`src/rtl/gpio_port_pkg.sv`:
```
// Package for the GPIO port.
// Holds the register address map and the per-pin claim policy type.
// Assumes a two-bit register address space.
package gpio_port_pkg;

    localparam int REG_AW = 2;

    localparam logic [REG_AW-1:0] ADDR_DATA = 2'd0;
    localparam logic [REG_AW-1:0] ADDR_PINS = 2'd1;
    localparam logic [REG_AW-1:0] ADDR_DIR  = 2'd2;

    // How an active claim on a pin sets its direction.
    typedef enum logic [1:0] {
        CLAIM_NONE  = 2'd0,
        CLAIM_OUT   = 2'd1,
        CLAIM_IN    = 2'd2,
        CLAIM_MIXED = 2'd3
    } claim_policy_e;

endpackage

```
`src/rtl/gpio_sync.sv`:
```
// Multi-stage synchroniser for the pad input levels.
// Each bit passes through STAGES flops before it is used.
// Assumes pad_in is asynchronous to clk, and that bits may be sampled
// independently of one another.
module gpio_sync #(
    parameter int WIDTH  = 8,
    parameter int STAGES = 2
) (
    input  logic             clk,
    input  logic             rst_n,
    input  logic [WIDTH-1:0] async_in,
    output logic [WIDTH-1:0] sync_out
);

    logic [WIDTH-1:0] stage_q [STAGES];

    // Shift the pad levels through the synchroniser chain.
    always_ff @(posedge clk) begin
        if (!rst_n) begin
            for (int s = 0; s < STAGES; s++) stage_q[s] <= '0;
        end else begin
            stage_q[0] <= async_in;
            for (int s = 1; s < STAGES; s++) stage_q[s] <= stage_q[s-1];
        end
    end

    assign sync_out = stage_q[STAGES-1];

endmodule

```
`src/rtl/gpio_regs.sv`:
```
// Register file for the GPIO port.
// Holds the data and direction registers and the combinational read mux.
// Assumes one write strobe per cycle. The input register has no storage
// here: it is the synchronised pin vector.
module gpio_regs
    import gpio_port_pkg::*;
#(
    parameter int WIDTH = 8
) (
    input  logic              clk,
    input  logic              rst_n,
    input  logic              wr,
    input  logic [REG_AW-1:0] addr,
    input  logic [WIDTH-1:0]  wdata,
    input  logic [WIDTH-1:0]  pins_sync,
    output logic [WIDTH-1:0]  rdata,
    output logic [WIDTH-1:0]  data_q,
    output logic [WIDTH-1:0]  dir_q
);

    // Update the data register on a write to its address.
    always_ff @(posedge clk) begin
        if (!rst_n)                         data_q <= '0;
        else if (wr && addr == ADDR_DATA)   data_q <= wdata;
    end

    // Update the direction register on a write to its address.
    always_ff @(posedge clk) begin
        if (!rst_n)                         dir_q <= '0;
        else if (wr && addr == ADDR_DIR)    dir_q <= wdata;
    end

    // Select read data by address; unmapped addresses read as zero.
    always_comb begin
        case (addr)
            ADDR_DATA: rdata = data_q;
            ADDR_PINS: rdata = pins_sync;
            ADDR_DIR:  rdata = dir_q;
            default:   rdata = '0;
        endcase
    end

endmodule

```
`src/rtl/gpio_pin_mux.sv`:
```
// Override multiplexer for one pin.
// Picks the lowest-numbered active claim. It then applies the pin's fixed
// policy to produce the pad output enable and the pad output value.
// Assumes every claim input is synchronous to clk. With no claim active,
// the pin follows the register values.
module gpio_pin_mux
    import gpio_port_pkg::*;
#(
    parameter int            NSRC   = 3,
    parameter claim_policy_e POLICY = CLAIM_NONE
) (
    input  logic [NSRC-1:0] src_en,
    input  logic [NSRC-1:0] src_dat,
    input  logic            src_dir,
    input  logic            reg_dir,
    input  logic            reg_dat,
    output logic            pin_oe,
    output logic            pin_out
);

    localparam int            IW   = (NSRC > 1) ? $clog2(NSRC) : 1;
    localparam logic [IW-1:0] LAST = IW'(NSRC - 1);

    logic [IW-1:0] win;
    logic          any;

    // Find the lowest-numbered active claim.
    always_comb begin
        win = '0;
        any = 1'b0;
        for (int k = NSRC - 1; k >= 0; k--) begin
            if (src_en[k]) begin
                win = IW'(k);
                any = 1'b1;
            end
        end
    end

    // Apply the pin's claim policy, or fall back to the registers.
    always_comb begin
        pin_oe  = reg_dir;
        pin_out = reg_dat;
        if (any) begin
            case (POLICY)
                CLAIM_OUT: begin
                    pin_oe  = 1'b1;
                    pin_out = src_dat[win];
                end
                CLAIM_IN: begin
                    pin_oe  = 1'b0;
                end
                CLAIM_MIXED: begin
                    pin_oe  = (win == LAST) ? src_dir : 1'b1;
                    pin_out = src_dat[win];
                end
                default: ;
            endcase
        end
    end

endmodule

```
`src/rtl/gpio_port.sv`:
```
// Top level of the GPIO port with peripheral direction override.
// Joins the synchroniser, the register file and one override mux per pin.
// Assumes OUT_PIN, IN_PIN and MIX_PIN are distinct and below WIDTH.
// Pins with no claim policy get their claim inputs tied off.
module gpio_port
    import gpio_port_pkg::*;
#(
    parameter int WIDTH   = 8,
    parameter int NSRC    = 3,
    parameter int OUT_PIN = 7,
    parameter int IN_PIN  = 6,
    parameter int MIX_PIN = 5
) (
    input  logic              clk,
    input  logic              rst_n,
    input  logic              bus_wr,
    input  logic [REG_AW-1:0] bus_addr,
    input  logic [WIDTH-1:0]  bus_wdata,
    output logic [WIDTH-1:0]  bus_rdata,
    input  logic [WIDTH-1:0]  pad_in,
    output logic [WIDTH-1:0]  pad_out,
    output logic [WIDTH-1:0]  pad_oe,
    input  logic [NSRC-1:0]   out_pin_en,
    input  logic [NSRC-1:0]   out_pin_dat,
    input  logic [NSRC-1:0]   in_pin_en,
    input  logic [NSRC-1:0]   mix_pin_en,
    input  logic [NSRC-1:0]   mix_pin_dat,
    input  logic              mix_pin_dir
);

    logic [WIDTH-1:0] pins_sync;
    logic [WIDTH-1:0] reg_data;
    logic [WIDTH-1:0] reg_dir;

    gpio_sync #(.WIDTH(WIDTH), .STAGES(2)) u_sync (
        .clk      (clk),
        .rst_n    (rst_n),
        .async_in (pad_in),
        .sync_out (pins_sync)
    );

    gpio_regs #(.WIDTH(WIDTH)) u_regs (
        .clk       (clk),
        .rst_n     (rst_n),
        .wr        (bus_wr),
        .addr      (bus_addr),
        .wdata     (bus_wdata),
        .pins_sync (pins_sync),
        .rdata     (bus_rdata),
        .data_q    (reg_data),
        .dir_q     (reg_dir)
    );

    for (genvar i = 0; i < WIDTH; i++) begin : g_pin
        if (i == OUT_PIN) begin : g_out
            gpio_pin_mux #(.NSRC(NSRC), .POLICY(CLAIM_OUT)) u_mux (
                .src_en  (out_pin_en),
                .src_dat (out_pin_dat),
                .src_dir (1'b0),
                .reg_dir (reg_dir[i]),
                .reg_dat (reg_data[i]),
                .pin_oe  (pad_oe[i]),
                .pin_out (pad_out[i])
            );
        end else if (i == IN_PIN) begin : g_in
            gpio_pin_mux #(.NSRC(NSRC), .POLICY(CLAIM_IN)) u_mux (
                .src_en  (in_pin_en),
                .src_dat ({NSRC{1'b0}}),
                .src_dir (1'b0),
                .reg_dir (reg_dir[i]),
                .reg_dat (reg_data[i]),
                .pin_oe  (pad_oe[i]),
                .pin_out (pad_out[i])
            );
        end else if (i == MIX_PIN) begin : g_mix
            gpio_pin_mux #(.NSRC(NSRC), .POLICY(CLAIM_MIXED)) u_mux (
                .src_en  (mix_pin_en),
                .src_dat (mix_pin_dat),
                .src_dir (mix_pin_dir),
                .reg_dir (reg_dir[i]),
                .reg_dat (reg_data[i]),
                .pin_oe  (pad_oe[i]),
                .pin_out (pad_out[i])
            );
        end else begin : g_plain
            gpio_pin_mux #(.NSRC(NSRC), .POLICY(CLAIM_NONE)) u_mux (
                .src_en  ({NSRC{1'b0}}),
                .src_dat ({NSRC{1'b0}}),
                .src_dir (1'b0),
                .reg_dir (reg_dir[i]),
                .reg_dat (reg_data[i]),
                .pin_oe  (pad_oe[i]),
                .pin_out (pad_out[i])
            );
        end
    end

endmodule

```
`config.mk`:
```
export PLATFORM = sky130hd
export DESIGN_NAME = gpio_port
export DESIGN_NICKNAME = d
export VERILOG_FILES = /design/src/rtl/gpio_port_pkg.sv /design/src/rtl/gpio_sync.sv /design/src/rtl/gpio_regs.sv /design/src/rtl/gpio_pin_mux.sv /design/src/rtl/gpio_port.sv
export SDC_FILE = /design/constraint.sdc
export NUM_CORES = 1
export LEC_CHECK = 0
export BUFFER_PORTS_ARGS = -buffer_cell sky130_fd_sc_hd__buf_2
export CAP_MARGIN = 15
export CORE_MARGIN = 2
export CORE_UTILIZATION = 42
export DETAILED_ROUTE_END_ITERATION = 8
export GPL_ROUTABILITY_DRIVEN = 0
export PLACE_DENSITY = 0.76
export SLEW_MARGIN = 10
export SYNTH_ARGS = -nofsm -noshare
export SYNTH_HDL_FRONTEND = slang
export SYNTH_SLANG_ARGS = --single-unit
```
`constraint.sdc`:
```
create_clock -name clk -period 1.3 [get_ports clk]
set_input_delay 0.325 -clock clk [delete_from_list [all_inputs] [get_ports clk]]
set_output_delay 0.325 -clock clk [all_outputs]
set_load 0.01 [all_outputs]
```
# Word level (Yosys, flattened, before mapping)

Memories as Yosys holds them, arrays and structs flattened.
Cells that the tools add are included.

Memories kept: 1
Input port bits: 37
Output and inout port bits: 24
Flip-flop bits (word level): 16
Word-level logic and storage cells: 43
Memory bits (writable): 16

Memory list:

| memory         | depth | bits a word | rd ports | clocked after Yosys merged registers in | wr ports | RTL line        | text |
|---|---|---|---|---|---|---|---|
| u_sync.stage_q | 2     | 8           | 2        | 0                                       | 2        | gpio_sync.sv:15 | `logic [WIDTH-1:0] stage_q [STAGES];` |

Equal/unequal tests: 3
Bitwise operators: 2
$lt $le $gt $ge: 2
Reduce and logical (&&, ||, !) cells: 3
Muxes and demuxes: 30

Operators with widths:

| kind               | count |
|---|---|
| $pmux 8 s3         | 1 |
| $mux 1             | 19 |
| $mux 8             | 2 |
| $mux 2             | 6 |
| $lt 2x3->1 const B | 2 |
| $bmux 1 s2         | 2 |
| $eq 2x2->1 const B | 2 |
| $eq 2x1->1 const B | 1 |
| $logic_and 1x1->1  | 2 |
| $logic_not 2->1    | 1 |
| $or 1x1->1         | 2 |

# Longest topological paths before layout

Depth after elaboration: 6
Gate-level depth with buffers: 5

# Cells and area by module

A second synthesis with hierarchy kept.

Cells, all modules: 148
Area, all modules: 1483.9 um^2

By module, submodules not included:

| module                                    | cells each | area each (um^2) | seq. area each (um^2) | times used |
|---|---|---|---|---|
| gpio_regs                                 | 82         | 790.8            | 320.3                 | 1 |
| gpio_sync                                 | 41         | 506.7            | 320.3                 | 1 |
| gpio_pin_mux (g_pin[0].g_plain.u_mux ...) | 2          | 15.0             | 0.0                   | 5 |
| gpio_pin_mux (g_pin[5].g_mix.u_mux)       | 7          | 47.5             | 0.0                   | 1 |
| gpio_pin_mux (g_pin[7].g_out.u_mux)       | 5          | 37.5             | 0.0                   | 1 |
| gpio_pin_mux (g_pin[6].g_in.u_mux)        | 2          | 22.5             | 0.0                   | 1 |
| gpio_port                                 | 1          | 3.8              | 0.0                   | 1 |

# Worst setup path before layout

No wires, ideal clock.

Path kind: input to output
From: input bus_addr[1]
To: output bus_rdata[0]
Cell stages on the path: 5
Slack: -0.048 ns
Arrival: 1.023 ns
Path through: clkbuf_2 nor2b_1 clkbuf_1 nand2_1 o21ai_0

Longest elaborated chain between the ends: 2

RTL lines:

| element                            | RTL line        | text |
|---|---|---|
| start, declared                    | gpio_port.sv:17 | `input logic [REG_AW-1:0] bus_addr,` |
| $eq 2x2->1 (tied with other cells) | gpio_regs.sv:35 | `case (addr)` |
| $pmux 8 s3 (*)                     | gpio_regs.sv:35 |  |
| end, declared                      | gpio_port.sv:19 | `output logic [WIDTH-1:0] bus_rdata,` |

Every way passes the cells marked *; elsewhere a longest branch is shown, timed or not.

# Final worst setup path

From: register u_regs.data_q[7]
To: output pad_out[7]

Longest elaborated chain between the ends: 1

RTL lines:

| element                | RTL line           | text |
|---|---|---|
| start, declared        | gpio_regs.sv:17    | `output logic [WIDTH-1:0] data_q,` |
| start signal, assigned | gpio_regs.sv:24    | `else if (wr && addr == ADDR_DATA) data_q <= wdata;` |
| $mux 1                 | gpio_pin_mux.sv:43 | `if (any) begin` |
| end, declared          | gpio_port.sv:21    | `output logic [WIDTH-1:0] pad_out,` |

Every way passes these cells.

==> results.json <==
{
  "outcome": "finished, violations left",
  "violations": "setup timing",
  "drtIter0Drc": 68,
  "cts_hold_buf": 0,
  "ir_drop_mv": 0.692,
  "syn-num-nets": 191,
  "cp_data_arrival_time_ns": 1.26,
  "fillers": 281,
  "avgSynthCellArea_um2": 9.16,
  "powerDensity_nw_per_um2": 999,
  "io_buffers": 60,
  "power.share.switching_pct": 24.2,
  "path_max_fanout": 2,
  "seqPwrFrac_pct": 54.4,
  "worst_slew_pin_slew_ns": 0.152,
  "post-dp-hpwl_um": 2060,
  "p_int_mw": 1.45,
  "cp.depth": 4,
  "cts_buffer_depth": 2,
  "skew_ns": 0.00396,
  "final_net_count": 258,
  "cts_sinks": 32,
  "htreeDepth": 2,
  "antenna_cells": 0,
  "drv_cap": 0,
  "final-max-slew-violation-count": 0,
  "pwr-share-clk_pct": 30.4,
  "cp_slowest_cell": "dfxtp_2",
  "drt_wl_total_um": 2950,
  "cts_tree": "done",
  "leakage_nw": 0.923,
  "syn-cell-area_um2": 1410,
  "critPathRequiredTime_ns": 0.98,
  "endpoint_kind": "primary output",
  "setup_viol_count_final": 11,
  "grt_pass1_wl_um": 4310,
  "gr-total-overflow": 0,
  "whs_path_depth": 2,
  "p_comb_share_pct": 15.2,
  "area.sequential_um2": 654,
  "hold_path.class": "in2reg",
  "ant_nets": 0,
  "critPathTopFamily": "multiplexers",
  "via_per_inst": 4.60,
  "grt_pass1_vias": 976,
  "area_growth_pct": 35.4,
  "cts-root-buf": "clkbuf_4",
  "die_x_um": 61.9,
  "grt_max_degree": 41,
  "routedWlPerCell_um": 11.0,
  "grt_usage_pct": 16.3,
  "slew_headroom_pct": 89.6,
  "rsz0062_at_grt": "yes",
  "ys_ff_latch": 32,
  "mostFrequentLayoutCell": "buf_2",
  "clk_pin_slew_ns": 0.09,
  "antenna_found_initial": 0,
  "yosysWarnings": 0,
  "synth.distinct_cells": 19,
  "die_area_um2": 3840,
  "route.detailed.drc": 0,
  "multi_input_area_um2": 617,
  "startpoint_type": "register",
  "min_period_over_period_pct": 122,
  "core.rowCount": 21,
  "drive_gt1_share_pct": 52.3,
  "layout_common_cells": "buf_2 (59), buf_4 (23), dfxtp_1 (21), nand2_1 (19)",
  "die_y_um": 61.9,
  "fin_ws_ns": -0.286,
  "reg2regPathDepth": 4,
  "worstSetupPathType": "reg2out",
  "place_ws_ns": -0.108,
  "start_util_pct": 42.9,
  "power.switching_mw": 0.462,
  "first_pass_iters": 4,
  "design.core.area_um2": 3280,
  "hold_viol_final": 0,
  "yosysSeqAreaShare_pct": 45.4,
  "ios": 61,
  "whs_ns": 0.197,
  "synthCells": 154,
  "crit_buf_inv": 1,
  "cts_made_buffers": 5,
  "cp_cell_sequence": "mux2_4 -> mux2i_1 -> o21ai_1 -> buf_2",
  "fmax_mhz": 631,
  "period_minus_slack_ns": 1.59,
  "slowest_delay_ns": 0.34,
  "clock_latency_ns": 0.33,
  "vias": 1234
}
## per-layer routing
| layer | track usage (%) | up-vias | wire length, um |
|---|---|---|---|
| li1 | - | 638 | - |
| met1 | 21.7 | 554 | 1420 |
| met2 | 21.7 | 36 | 1310 |
| met3 | 6.21 | 6 | 145 |
| met4 | 10.3 | 0 | 71 |
| met5 | 0 | - | 0 |
## power by group through the flow
stage	clock network, mW	logic (mW)	registers, mW
floorplan	0	0.156	1.05
global placement	0	0.253	1.06
detailed placement	0	0.257	1.06
CTS	0.592	0.281	1.04
global route	0.659	0.320	1.04
finish	0.579	0.290	1.04
## worst register-to-register path, cell delays in order (launching register included)
cell,delay (ns)
dfxtp_2,0.34
buf_4,0.13
buf_6,0.11
nand3_1,0.07
o21ai_2,0.05
## per-stage QoR
stage          total power, mW  setup TNS, ns  cells  area, um2  util [%]
2_1_floorplan             1.21              0    154       1410         -
3_3_place_gp              1.31         -0.850    251       1730      52.5
3_5_place_dp              1.32          -1.03    251       1730      52.5
4_1_cts                   1.91          -1.46    265       1870      57.1
5_1_grt                   2.02          -2.46    268       1910      58.1
6_report                  1.91          -1.43    268       1910      58.1
## worst paths after layout
kind | from | endpoint | slack (ns)
min | pad_in[2] | u_sync.stage_q[0][2]$_SDFF_PN0_ | 0.20
max | u_regs.data_q[7]$_SDFFE_PN0P_ | pad_out[7] | -0.29
min reg2reg | u_sync.stage_q[0][1]$_SDFF_PN0_ | u_sync.stage_q[0][9]$_SDFF_PN0_ | 0.44
max reg2reg | u_regs.data_q[7]$_SDFFE_PN0P_ | u_regs.data_q[7]$_SDFFE_PN0P_ | 0.51
## cell usage after synthesis (all sizes together)
cell type / number / area [um2]
mux2i: 11 / 110
buf: 20 / 158
clkbuf: 6 / 25.0
or3b: 1 / 8.76
nand3b: 1 / 7.51
o21ai: 26 / 160
nor4b: 1 / 8.76
nor2b: 1 / 6.26
dfxtp: 32 / 641
mux2: 2 / 22.5
and2: 16 / 100
or4: 1 / 7.51
nor2: 1 / 3.75
nand2: 19 / 71.3
nand3: 16 / 80.1
## cell families after synthesis
logic type             after synthesis  synth area share (%)
AND/OR/NAND/NOR                     57                  20.9
flip-flops                          32                  45.4
AO/OA/AOI/OAI                       26                  11.4
buffers and inverters               26                  13.0
multiplexers                        13                  9.41
## flip-flops by register name, summed over array words and instances, names as in the netlist
name,flops
u_sync.stage_q,16
u_regs.data_q,8
u_regs.dir_q,8
## final cells by class
type,count,area share [%]
repair buffers,86,27.3
well taps,46,3.01
flip-flops and latches,32,34.3
multi-input cells,96,32.3
clock buffers,8,3.08
## what timing repair did
| item | in CTS | in global routing |
|---|---|---|
| pin swaps | 5 | 2 |
| setup buffers | 6 | 4 |
| endpoints found under the setup margin | 13 | 13 |
| resized for setup | 29 | 3 |
| endpoints found under the hold margin | 0 | 0 |
Power figures use the tool's default switching activity.
